## src/rtl/eic_pkg.sv

```systemverilog
package eic_pkg;
  localparam int REG_W = 32;
  localparam int VEC_W = 6;
  localparam int LVL_W = 8;
  localparam int OFS_W = 17;
  localparam int ADDR_W = 4;
  localparam int VEC_BASE = 'h200;
  localparam int VEC_STEP = 'h20;

  typedef enum logic [1:0] {
    SENSE_LOW  = 2'd0,
    SENSE_RISE = 2'd1,
    SENSE_FALL = 2'd2,
    SENSE_ANY  = 2'd3
  } sense_e;

  localparam logic [ADDR_W-1:0] A_FLAG  = 4'd0;
  localparam logic [ADDR_W-1:0] A_SET   = 4'd2;
  localparam logic [ADDR_W-1:0] A_CLR   = 4'd4;
  localparam logic [ADDR_W-1:0] A_MASK  = 4'd6;
  localparam logic [ADDR_W-1:0] A_SENSE = 4'd8;
  localparam logic [ADDR_W-1:0] A_CTRL  = 4'd10;
endpackage

```

## src/rtl/eic_channel.sv

```systemverilog
module eic_channel
  import eic_pkg::*;
#(
  parameter bit CONFIGURABLE = 1'b1
) (
  input  logic   clk,
  input  logic   rst,
  input  logic   din,
  input  sense_e mode,
  input  logic   sw_set,
  input  logic   clr,
  output logic   flag,
  output logic   is_edge,
  output logic   evt
);
  logic s1_q, s2_q, prev_q, flag_q;
  logic lvl_c;
  logic rise_c, fall_c;

  always_ff @(posedge clk) begin
    if (rst) begin
      s1_q   <= 1'b0;
      s2_q   <= 1'b0;
      prev_q <= 1'b0;
    end else begin
      s1_q   <= din;
      s2_q   <= s1_q;
      prev_q <= s2_q;
    end
  end

  assign rise_c = s2_q & ~prev_q;
  assign fall_c = ~s2_q & prev_q;

  generate
    if (CONFIGURABLE) begin : g_cfg
      always_comb begin
        is_edge = 1'b1;
        evt     = 1'b0;
        lvl_c   = 1'b0;
        unique case (mode)
          SENSE_LOW:  begin is_edge = 1'b0; lvl_c = ~s2_q; end
          SENSE_RISE: evt = rise_c;
          SENSE_FALL: evt = fall_c;
          default:    evt = rise_c | fall_c;
        endcase
      end
    end else begin : g_fixed
      logic mode_unused;
      assign mode_unused = ^mode;
      assign is_edge = 1'b0;
      assign evt     = 1'b0;
      assign lvl_c   = s2_q;
    end
  endgenerate

  always_ff @(posedge clk) begin
    if (rst)          flag_q <= 1'b0;
    else if (is_edge) flag_q <= (flag_q & ~clr) | evt | sw_set;
    else              flag_q <= lvl_c;
  end

  assign flag = flag_q;
endmodule

```

## src/rtl/eic_prio_tree.sv

```systemverilog
module eic_prio_tree #(
  parameter int N  = 64,
  parameter int IW = 6
) (
  input  logic [N-1:0]  req,
  output logic          any,
  output logic [IW-1:0] idx
);
  localparam int LV = (N > 1) ? $clog2(N) : 0;
  localparam int NP = 1 << LV;

  logic [NP-1:0] v;
  logic [IW-1:0] ix [NP];

  always_comb begin
    for (int i = 0; i < NP; i++) begin
      v[i]  = (i < N) ? req[i] : 1'b0;
      ix[i] = IW'(i);
    end
    for (int l = 0; l < LV; l++) begin
      for (int j = 0; j < NP / 2; j++) begin
        if (j < (NP >> (l + 1))) begin
          ix[j] = v[2*j+1] ? ix[2*j+1] : ix[2*j];
          v[j]  = v[2*j+1] | v[2*j];
        end
      end
    end
    any = v[0];
    idx = ix[0];
  end
endmodule

```

## src/rtl/eic_map.sv

```systemverilog
module eic_map
  import eic_pkg::*;
#(
  parameter int NUM_CH      = 64,
  parameter int OFFSET_MODE = 1
) (
  input  logic             win_any,
  input  logic [VEC_W-1:0] win_idx,
  output logic [LVL_W-1:0] out_level,
  output logic [VEC_W-1:0] out_vector,
  output logic [OFS_W-1:0] out_offset,
  input  logic [LVL_W-1:0] ack_level,
  input  logic [VEC_W-1:0] ack_vector,
  input  logic [OFS_W-1:0] ack_offset,
  output logic [VEC_W-1:0] ack_idx,
  output logic             ack_ok
);
  localparam int HALF_BASE = VEC_BASE / 2;
  localparam int HALF_STEP = VEC_STEP / 2;
  localparam int STEP_SH   = $clog2(HALF_STEP);

  logic [OFS_W-1:0] rel;
  logic [VEC_W-1:0] idx_o;
  logic             fit_o;

  assign out_level = win_any ? LVL_W'(int'(win_idx) + 1) : '0;

  generate
    if (OFFSET_MODE != 0) begin : g_ofs
      assign out_vector = '0;
      assign out_offset = win_any ? OFS_W'(HALF_BASE + int'(win_idx) * HALF_STEP) : '0;
    end else begin : g_vec
      assign out_vector = win_any ? win_idx : '0;
      assign out_offset = '0;
    end
  endgenerate

  assign rel   = ack_offset - OFS_W'(HALF_BASE);
  assign idx_o = VEC_W'(rel >> STEP_SH);
  assign fit_o = (int'(ack_offset) >= HALF_BASE) && (rel[STEP_SH-1:0] == '0) &&
                 ((int'(rel) >> STEP_SH) < (1 << VEC_W));

  assign ack_idx = (OFFSET_MODE != 0) ? idx_o : ack_vector;
  assign ack_ok  = ((OFFSET_MODE == 0) || fit_o) && (int'(ack_idx) < NUM_CH) &&
                   (int'(ack_level) == int'(ack_idx) + 1);
endmodule

```

## src/rtl/eic_core.sv

```systemverilog
module eic_core
  import eic_pkg::*;
#(
  parameter int NUM_CH      = 64,
  parameter int NUM_SENSE   = 32,
  parameter int OFFSET_MODE = 1
) (
  input  logic              clk,
  input  logic              rst,
  input  logic [NUM_CH-1:0] irq_in,
  input  logic              reg_valid,
  input  logic              reg_write,
  input  logic [3:0]        reg_addr,
  input  logic [31:0]       reg_wdata,
  output logic [31:0]       reg_rdata,
  output logic [7:0]        req_level,
  output logic [5:0]        req_vector,
  output logic [17:1]       req_offset,
  output logic              ctrl_present,
  input  logic              ack_pulse,
  input  logic [7:0]        ack_level,
  input  logic [5:0]        ack_vector,
  input  logic [17:1]       ack_offset
);
  localparam int CH_PER_SW = REG_W / 2;
  localparam int SENSE_B   = 2 * NUM_SENSE;

  logic              wr_en, rd_en;
  logic [NUM_CH-1:0] set_vec, clr_sw_vec, ack_clr_vec;
  logic [NUM_CH-1:0] flags_q, edge_vec, evt_vec, mask_q;
  logic [SENSE_B-1:0] sense_q;
  logic              auto_q;
  logic [REG_W-1:0]  rd_word;
  logic              win_any;
  logic [VEC_W-1:0]  win_idx, ack_idx;
  logic              ack_ok;
  logic [LVL_W-1:0]  m_level;
  logic [VEC_W-1:0]  m_vector;
  logic [OFS_W-1:0]  m_offset;

  assign wr_en = reg_valid & reg_write;
  assign rd_en = reg_valid & ~reg_write;
  assign ctrl_present = 1'b1;

  // write-one strobes for set and clear
  always_comb begin
    set_vec    = '0;
    clr_sw_vec = '0;
    for (int i = 0; i < NUM_CH; i++) begin
      if (wr_en && reg_addr == A_SET + ADDR_W'(i / REG_W)) set_vec[i] = reg_wdata[i % REG_W];
      if (wr_en && reg_addr == A_CLR + ADDR_W'(i / REG_W)) clr_sw_vec[i] = reg_wdata[i % REG_W];
    end
  end

  always_ff @(posedge clk) begin
    if (rst) begin
      mask_q <= '0;
      auto_q <= 1'b0;
      for (int c = 0; c < NUM_SENSE; c++) sense_q[2*c +: 2] <= SENSE_RISE;
    end else if (wr_en) begin
      for (int i = 0; i < NUM_CH; i++)
        if (reg_addr == A_MASK + ADDR_W'(i / REG_W)) mask_q[i] <= reg_wdata[i % REG_W];
      for (int c = 0; c < NUM_SENSE; c++)
        if (reg_addr == A_SENSE + ADDR_W'(c / CH_PER_SW))
          sense_q[2*c +: 2] <= reg_wdata[2*(c % CH_PER_SW) +: 2];
      if (reg_addr == A_CTRL) auto_q <= reg_wdata[0];
    end
  end

  eic_map #(.NUM_CH(NUM_CH), .OFFSET_MODE(OFFSET_MODE)) u_map (
    .win_any(win_any), .win_idx(win_idx),
    .out_level(m_level), .out_vector(m_vector), .out_offset(m_offset),
    .ack_level(ack_level), .ack_vector(ack_vector), .ack_offset(ack_offset),
    .ack_idx(ack_idx), .ack_ok(ack_ok)
  );

  always_comb begin
    ack_clr_vec = '0;
    for (int i = 0; i < NUM_CH; i++)
      ack_clr_vec[i] = ack_ok && (int'(ack_idx) == i);
  end

  generate
    for (genvar g = 0; g < NUM_CH; g++) begin : g_ch
      if (g < NUM_SENSE) begin : g_sense
        eic_channel #(.CONFIGURABLE(1'b1)) u_ch (
          .clk(clk), .rst(rst), .din(irq_in[g]),
          .mode(sense_e'(sense_q[2*g +: 2])),
          .sw_set(set_vec[g]),
          .clr(clr_sw_vec[g] | (ack_pulse & auto_q & ack_clr_vec[g])),
          .flag(flags_q[g]), .is_edge(edge_vec[g]), .evt(evt_vec[g])
        );
      end else begin : g_level
        eic_channel #(.CONFIGURABLE(1'b0)) u_ch (
          .clk(clk), .rst(rst), .din(irq_in[g]),
          .mode(SENSE_RISE),
          .sw_set(set_vec[g]),
          .clr(clr_sw_vec[g] | (ack_pulse & auto_q & ack_clr_vec[g])),
          .flag(flags_q[g]), .is_edge(edge_vec[g]), .evt(evt_vec[g])
        );
      end
    end
  endgenerate

  eic_prio_tree #(.N(NUM_CH), .IW(VEC_W)) u_tree (
    .req(flags_q & mask_q), .any(win_any), .idx(win_idx)
  );

  always_ff @(posedge clk) begin
    if (rst) begin
      req_level  <= '0;
      req_vector <= '0;
      req_offset <= '0;
    end else begin
      req_level  <= m_level;
      req_vector <= m_vector;
      req_offset <= m_offset;
    end
  end

  always_comb begin
    rd_word = '0;
    if (reg_addr == A_FLAG || reg_addr == A_FLAG + 4'd1) begin
      for (int i = 0; i < NUM_CH; i++)
        if (i / REG_W == int'(reg_addr - A_FLAG)) rd_word[i % REG_W] = flags_q[i];
    end else if (reg_addr == A_MASK || reg_addr == A_MASK + 4'd1) begin
      for (int i = 0; i < NUM_CH; i++)
        if (i / REG_W == int'(reg_addr - A_MASK)) rd_word[i % REG_W] = mask_q[i];
    end else if (reg_addr == A_SENSE || reg_addr == A_SENSE + 4'd1) begin
      for (int c = 0; c < NUM_SENSE; c++)
        if (c / CH_PER_SW == int'(reg_addr - A_SENSE))
          rd_word[2*(c % CH_PER_SW) +: 2] = sense_q[2*c +: 2];
    end else if (reg_addr == A_CTRL) begin
      rd_word[0] = auto_q;
    end
  end

  always_ff @(posedge clk) begin
    if (rst)        reg_rdata <= '0;
    else if (rd_en) reg_rdata <= rd_word;
  end
endmodule

```

## config.mk

```make
export PLATFORM = sky130hd
export DESIGN_NAME = eic_core
export DESIGN_NICKNAME = d
export VERILOG_FILES = /design/src/rtl/eic_pkg.sv /design/src/rtl/eic_channel.sv /design/src/rtl/eic_prio_tree.sv /design/src/rtl/eic_map.sv /design/src/rtl/eic_core.sv
export SDC_FILE = /design/constraint.sdc
export NUM_CORES = 1
export LEC_CHECK = 0
export ABC_AREA = 1
export BUFFER_PORTS_ARGS = -buffer_cell sky130_fd_sc_hd__buf_2
export CAP_MARGIN = 10
export CORE_MARGIN = 3
export CORE_UTILIZATION = 25
export DETAILED_ROUTE_END_ITERATION = 6
export GPL_ROUTABILITY_DRIVEN = 0
export PLACE_DENSITY = 0.44
export SLEW_MARGIN = 20
export SYNTH_ARGS = -nofsm -noshare
export SYNTH_HDL_FRONTEND = slang
export SYNTH_SLANG_ARGS = --single-unit
```

## constraint.sdc

```tcl
create_clock -name clk -period 2.3 [get_ports clk]
set_clock_uncertainty 0.05 [all_clocks]
set_input_delay 0.23 -clock clk [delete_from_list [all_inputs] [get_ports clk]]
set_output_delay 0.23 -clock clk [all_outputs]
set_load 0.1 [all_outputs]
```

==> out/results.ini, run 1 <==
[clock_tree]
clkTransAtPathRegs_ps = 60
worstSkewPairLatency_ps = 590
ctsRootBufferMaster = clkbuf_16
cts_tree = done
h-tree-depth = 2
postCtsSetupBuffers = 0
clk_path_buf_depth = 3
cts_sinks = 399
cts_buffers = 48

[pwr]
p_int_mw = 12.6
max-vdd-ir-drop_uv = 445
power_frac_seq = 0.430
switchingPower_mw = 4.28
power_mw = 16.9
p_per_area_mw_per_mm2 = 719
power_frac_clock = 0.473
combPwrFrac = 0.096
p_sw_frac = 0.254
p_leak_nw = 10.8

[final_layout]
most-common-layout-cells = 493 x inv_1, 399 x dfxtp_1, 295 x nor2_1
layout-drive-gt1-share = 0.130
final_common_cell = inv_1
diodes = 0
fin_nets = 3019
area_growth_pct = 26.7
num-fill-cells = 7900

[sta]
final_hold_viol_count = 0
worst_pin_slew_ps = 645
min_period_over_period = 0.903
rsz0062_at_grt = no
maxSlewViolCount = 0
final-setup-viol-count = 0
period_needed_ps = 2080
fin_setup_tns_ps = 0
fmax_mhz = 481
slew_headroom = 0.569

[placed_design]
dpl.hpwl_mm = 48.2
numPortBuffers = 175

[setup_path]
endpoint_kind = flip-flop
critPathRequiredTime_ps = 2730
critPathArrivalTime_ps = 2510
rr_startpoint = g_ch[28].g_sense.u_ch.flag$_SDFF_PP0_
path_max_fanout = 5
regToRegEndpoint = req_level[4]$_SDFF_PP0_
worst-setup-path-type = flip-flop to flip-flop
r2r_slack_ps = 220
worst_r2r_path_depth = 13
start_kind = flip-flop

[synth]
ys_ff_latch = 399
synthTopCellsByArea = dfxtp_1 43%, inv_1 10%, nor2_1 6.1%
synth_area_mm2 = 0.0185
synth-xor-area-share = 0.00567
synth_largest_area_cell = dfxtp_1
synth_compound_area_frac = 0.179
synth-simple-area-share = 0.176
muxShareOfSynthArea = 0.0194
yosys_warnings = 0
yosysTopAreaCellShare = 0.431
ys_seq_area_frac = 0.431
synth_top_family_by_area = compound AO/OA/AOI/OAI gates
syn_avg_cell_area_um2 = 7.31
netlist_instances = 2534
yosys.cell_types.count = 42
synth_fa_ha_area_frac = 0.0506

[die]
dieArea_mm2 = 0.0774
die_w_um = 278
core_mm2 = 0.0732
io_pins = 200
placementRows = 99
die_h_um = 278
start_util = 0.253

[drt]
initialDrtViolationCount = 936
wl_per_cell_um = 17.4
drc = 0
drt-total-wl_mm = 66.0
vias_per_cell = 4.53
postRouteAntennaNets = 0
vias = 17200
first_pass_iters = 6

[global_routing]
grt_pass1_vias = 17200
grt_max_degree = 78
grt_pass1_wl_mm = 101
track_usage = 0.168
grt_overflow = 0
antenna_found_initial = 2

[hold_path]
hold_depth = 3
min_to = sense_q[46]$_SDFFE_PP1P_
min_from = reg_wdata[14]
min_path_type = input pin to flip-flop

[run_status]
status = finished, final reports clean

[job]
max_cap_viol_count = 0

## power groups by stage
stage | clock, mW | combinational [mW] | sequential, mW
6_report | 7.98 | 1.63 | 7.26
5_1_grt | 8.52 | 1.79 | 7.28
3_3_place_gp | 0 | 1.49 | 7.41
2_1_floorplan | 0 | 0.850 | 7.43
3_5_place_dp | 0 | 1.50 | 7.41
4_1_cts | 8.25 | 1.64 | 7.26
## routing by layer
metal  global-route usage  vias up  part of all wire
li1                     -     8565                 -
met1                0.220     7988              0.44
met2                0.270      543              0.45
met3               0.0268      145             0.061
met4               0.0847        4             0.052
met5                    0        -           0.00045
## synthesized netlist by cell type, drive strengths merged
master,count
a21oi,207
a31oi,2
buf,65
clkbuf,71
clkinv,2
conb,2
dfxtp,399
ha,75
inv,500
mux2,32
nand2,303
nand3,121
nand3b,1
nand4,9
nor2,314
nor3,35
nor4,1
o211a,32
o211ai,1
o21a,4
o21ai,247
o21bai,1
o221ai,1
o22ai,64
o31ai,32
or2,1
xnor2,3
xor2,9
## final cells by class
cell class	instances	area, µm²	share of cell area
timing repair buffer	344	2650	0.113
sequential	399	7990	0.340
clock buffer	69	1400	0.0597
tap	959	1200	0.0511
clock inverter	18	248	0.0106
multi-input combinational	1513	8090	0.345
inverter	502	1890	0.0805
## registers in the layout, summed over array words and instances (netlist names)
signal,cells
g_ch.g_sense.u_ch.s1_q,32
reg_rdata,32
req_level,7
req_offset,7
g_ch.g_sense.u_ch.s2_q,32
g_ch.g_sense.u_ch.flag,32
g_ch.g_sense.u_ch.prev_q,32
sense_q,64
auto_q,1
g_ch.g_level.u_ch.s1_q,32
g_ch.g_level.u_ch.lvl_c,32
mask_q,64
g_ch.g_level.u_ch.flag,32
## critical path, stage by stage, from the launching register on
cell and delay (ps):
dfxtp_1 360, nand2_1 90, nand2_1 120, nor2_4 170, nand2_2 110, nor2_4 160
inv_2 70, nand3_1 130, nand3_1 120, nand2_2 90, ha_1 160, nand4_1 130
xor2_1 160, nor2_1 50
## metrics by stage
| stage | cells | area (µm²) | worst slack [ps] | utilization | hold slack [ps] |
|---|---|---|---|---|---|
| finish | 3804 | 23500 | 223 | 0.321 | 37.5 |
| global route | 3804 | 23500 | 15.9 | 0.321 | 18.1 |
| CTS | 3804 | 23400 | 96.7 | 0.320 | 2.66 |
| detailed placement | 3623 | 20900 | 82.3 | 0.285 | 345 |
| global placement | 3623 | 20900 | 70.1 | 0.285 | 345 |
| floorplan | 2550 | 18600 | 433 | - | 287 |
## cell families after synthesis
logic type,count (synthesis)
and+or+nand+nor,785
buffers and inverters,638
AOI/OAI and AO/OA,591
DFF,399
adders and majority gates,75
muxes,32
xor gates and xnor gates,12
other,2
## worst max-delay path by stage
stage                                                  to                                   from  slack, ps
CTS                               req_level[4]$_SDFF_PP0_  g_ch[39].g_level.u_ch.flag$_SDFF_PP0_        100
global route                      req_level[4]$_SDFF_PP0_  g_ch[55].g_level.u_ch.flag$_SDFF_PP0_         20
detailed placement  g_ch[30].g_sense.u_ch.flag$_SDFF_PP0_                          ack_offset[5]         80
finish                            req_level[4]$_SDFF_PP0_  g_ch[28].g_sense.u_ch.flag$_SDFF_PP0_        220
floorplan                         req_level[4]$_SDFF_PP0_  g_ch[39].g_level.u_ch.flag$_SDFF_PP0_        430
global placement               reg_rdata[23]$_SDFFE_PP0P_                            reg_addr[1]         70
## repair_timing
action                     in CTS  in global routing
setup endpoints to repair       0                  3
hold endpoints to repair      176                  0
hold buffers                   94                  0
gates resized for setup         0                  7
(Power assumes the default switching activity.)
==> run 2, diff against run 1 <==
--- a/config.mk
+++ b/config.mk
@@ -12,2 +12,3 @@
 export CORE_UTILIZATION = 25
+export CTS_BUF_LIST = sky130_fd_sc_hd__clkbuf_8
 export DETAILED_ROUTE_END_ITERATION = 6
==> constraint.sdc (replaced) <==
create_clock -name clk -period 2.3 [get_ports clk]
set_clock_uncertainty 0.05 [all_clocks]
set_input_delay 0.345 -clock clk [delete_from_list [all_inputs] [get_ports clk]]
set_output_delay 0.345 -clock clk [all_outputs]
set_load 0.1 [all_outputs]
==> run 2 against run 1 <==
Sequential share of layout area shrank 0.28 points. Sequential power is essentially flat. Die area is the same. Clock power shrank 6.5%. First-iteration DRC count grew 16%. Worst hold slack gained 41 ps. Total power shrank 3.0%. Largest power group unchanged. Highest routed layer unchanged.
==> out/results.ini, run 2 (synthesis results as in run 1) <==
[global_routing]
grt_pass1_wl_mm = 101  ; -0.44%
grt_pass1_vias = 17200  ; +0.28%
track_usage = 0.169  ; +0.000499
grt_overflow = 0  ; unchanged
antenna_found_initial = 3  ; +1
grt_max_degree = 107  ; +37%

[placed_design]
numPortBuffers = 175  ; unchanged
dp.cells = 3631  ; +0.22%
dpl.hpwl_mm = 47.7  ; -0.98%
place_area_mm2 = 0.0209  ; +0.11%

[drt]
drt-total-wl_mm = 66.8  ; +1.2%
postRouteAntennaNets = 0  ; unchanged
vias_per_cell = 4.51  ; -0.55%
first_pass_iters = 6  ; unchanged
drc = 0  ; unchanged
wl_per_cell_um = 17.2  ; -0.81%
vias = 17500  ; +1.5%
initialDrtViolationCount = 1084  ; +16%

[final_layout]
area_growth_pct = 27.7
stdcell_count = 3882  ; +2.1%
fin_util = 0.323  ; +0.00275
layout-drive-gt1-share = 0.152  ; +0.0215
fin_nets = 3070  ; +1.7%
seq_area_mm2 = 0.00799  ; about the same
final_common_cell = inv_1
reg.largest.list = mask_q: 64 flops, sense_q: 64 flops
final_area_mm2 = 0.0237  ; +0.86%
most-common-layout-cells = 509 x inv_1, 398 x dfxtp_1, 291 x nor2_1
num-fill-cells = 7938  ; +0.48%
multiInputGateArea_mm2 = 0.00813  ; +0.49%

[setup_path]
regToRegEndpoint = req_level[6]$_SDFF_PP0_
r2r_slack_ps = 160  ; -60 ps
endpoint_kind = flip-flop
critPathArrivalTime_ps = 2670  ; +160 ps
path_max_fanout = 5  ; unchanged
setup.worst_path.end = req_level[6]$_SDFF_PP0_
start_kind = flip-flop
rr_startpoint = g_ch[28].g_sense.u_ch.flag$_SDFF_PP0_
crit_path_start = g_ch[28].g_sense.u_ch.flag$_SDFF_PP0_
critPathRequiredTime_ps = 2840  ; +110 ps
worst-setup-path-type = flip-flop to flip-flop
worst_r2r_path_depth = 13  ; unchanged

[die]
die_w_um = 278  ; unchanged
io_pins = 200  ; unchanged
die_h_um = 278  ; unchanged
placementRows = 99  ; unchanged
start_util = 0.253  ; unchanged
dieArea_mm2 = 0.0774  ; unchanged
core_mm2 = 0.0732  ; unchanged

[sta]
maxSlewViolCount = 0  ; unchanged
final-setup-viol-count = 0  ; unchanged
final_hold_viol_count = 0  ; unchanged
fmax_mhz = 468  ; -2.8%
worst_pin_slew_ps = 594  ; -50.9 ps
min_period_over_period = 0.929  ; +0.0258
fin_setup_tns_ps = 0  ; unchanged
period_needed_ps = 2140  ; +59.3 ps
slew_headroom = 0.604  ; +0.0350

[pwr]
power_mw = 16.4  ; -3.0%
max-vdd-ir-drop_uv = 402  ; -9.6%
p_per_area_mw_per_mm2 = 691  ; -3.9%
p_leak_nw = 11.0  ; +2.0%

[clock_tree]
h-tree-depth = 3  ; +1
clkTransAtPathRegs_ps = 60  ; about the same
worstSkewPairLatency_ps = 670  ; +80 ps
cts_tree = done
cts_buffers = 77  ; +60%
cts_sinks = 399  ; unchanged
clk_path_buf_depth = 3  ; unchanged
ctsRootBufferMaster = clkbuf_8

[run_status]
status = finished, final reports clean

[job]
max_cap_viol_count = 0  ; unchanged

[hold_path]
min_from = reg_wdata[8]
min_path_type = input pin to flip-flop

run 2: changes by cell type in the layout (fill, tap and decap cells not counted), moves of 5 or more:
cell           change
buf_4             +12
bufinv_16          -5
clkbuf_1          -10
clkbuf_16         -49
clkbuf_8          +95
clkinv_2           +6
dlygate4sd3_1     +13
inv_1             +16
nand2_1            -7
nand2_2            +7
run 2: timing repair:
item,in CTS,in global routing
setup endpoints to repair,0,5
hold buffers,107,0
buffers inserted,0,1
hold endpoints to repair,164,0
resized for setup,0,23
run 2: how the worst min path moves through the flow:
stage | endpoint | slack (ps) | cells past startpoint
after global routing | sense_q[8]$_SDFFE_PP1P_ | 70 | 3
after floorplan | g_ch[0].g_sense.u_ch.s2_q$_SDFF_PP0_ | 340 | 2
after detailed placement | g_ch[3].g_sense.u_ch.s2_q$_SDFF_PP0_ | 340 | 2
after CTS | sense_q[40]$_SDFFE_PP1P_ | 30 | 3
after global placement | g_ch[1].g_sense.u_ch.s2_q$_SDFF_PP0_ | 340 | 2
final | sense_q[40]$_SDFFE_PP1P_ | 80 | 3
run 2: stage by stage:
| step | hold slack (ps) | worst slack [ps] |
|---|---|---|
| floorplan | 338 | 348 |
| global placement | 340 | -54.0 |
| detailed placement | 342 | -45.4 |
| CTS | 25.8 | 67.2 |
| global route | 66.8 | -15.8 |
| finish | 78.0 | 164 |
run 2: critical path: stages (launching register included):
cell,delay [ps]
dfxtp_1,350
nand2_1,90
nand2_1,110
nor2_2,170
nand2_2,110
nor2_4,160
inv_2,80
nand3_1,140
nand3_1,130
nand2_2,100
ha_1,160
nand4_1,140
buf_4,170
nor3_1,120
run 2: cell type report:
type | instances | share of cell area
clock buffer | 105 | 0.0611
sequential | 399 | 0.338
inverter | 502 | 0.0798
timing repair buffer | 366 | 0.119
tap | 959 | 0.0507
antenna | 1 | 0.000106
clock inverter | 37 | 0.00851
multi-input combinational | 1513 | 0.344
run 2: per-layer routing:
metal	GRT usage	share of wire	up-vias
met2	0.274	0.46	541
met3	0.0317	0.059	135
met5	0	0.00019	-
li1	-	-	8671
met4	0.0705	0.039	2
met1	0.220	0.44	8153
run 2: power by group:
| part | switching (mW) | total [mW] | leakage [nW] | internal [mW] |
|---|---|---|---|---|
| sequential | 0.133 | 7.26 | 3.26 | 7.13 |
| clock | 3.27 | 7.46 | 0.922 | 4.19 |
| combinational | 1.06 | 1.64 | 6.86 | 0.579 |
| total | 4.46 | 16.4 | 11.0 | 11.9 |
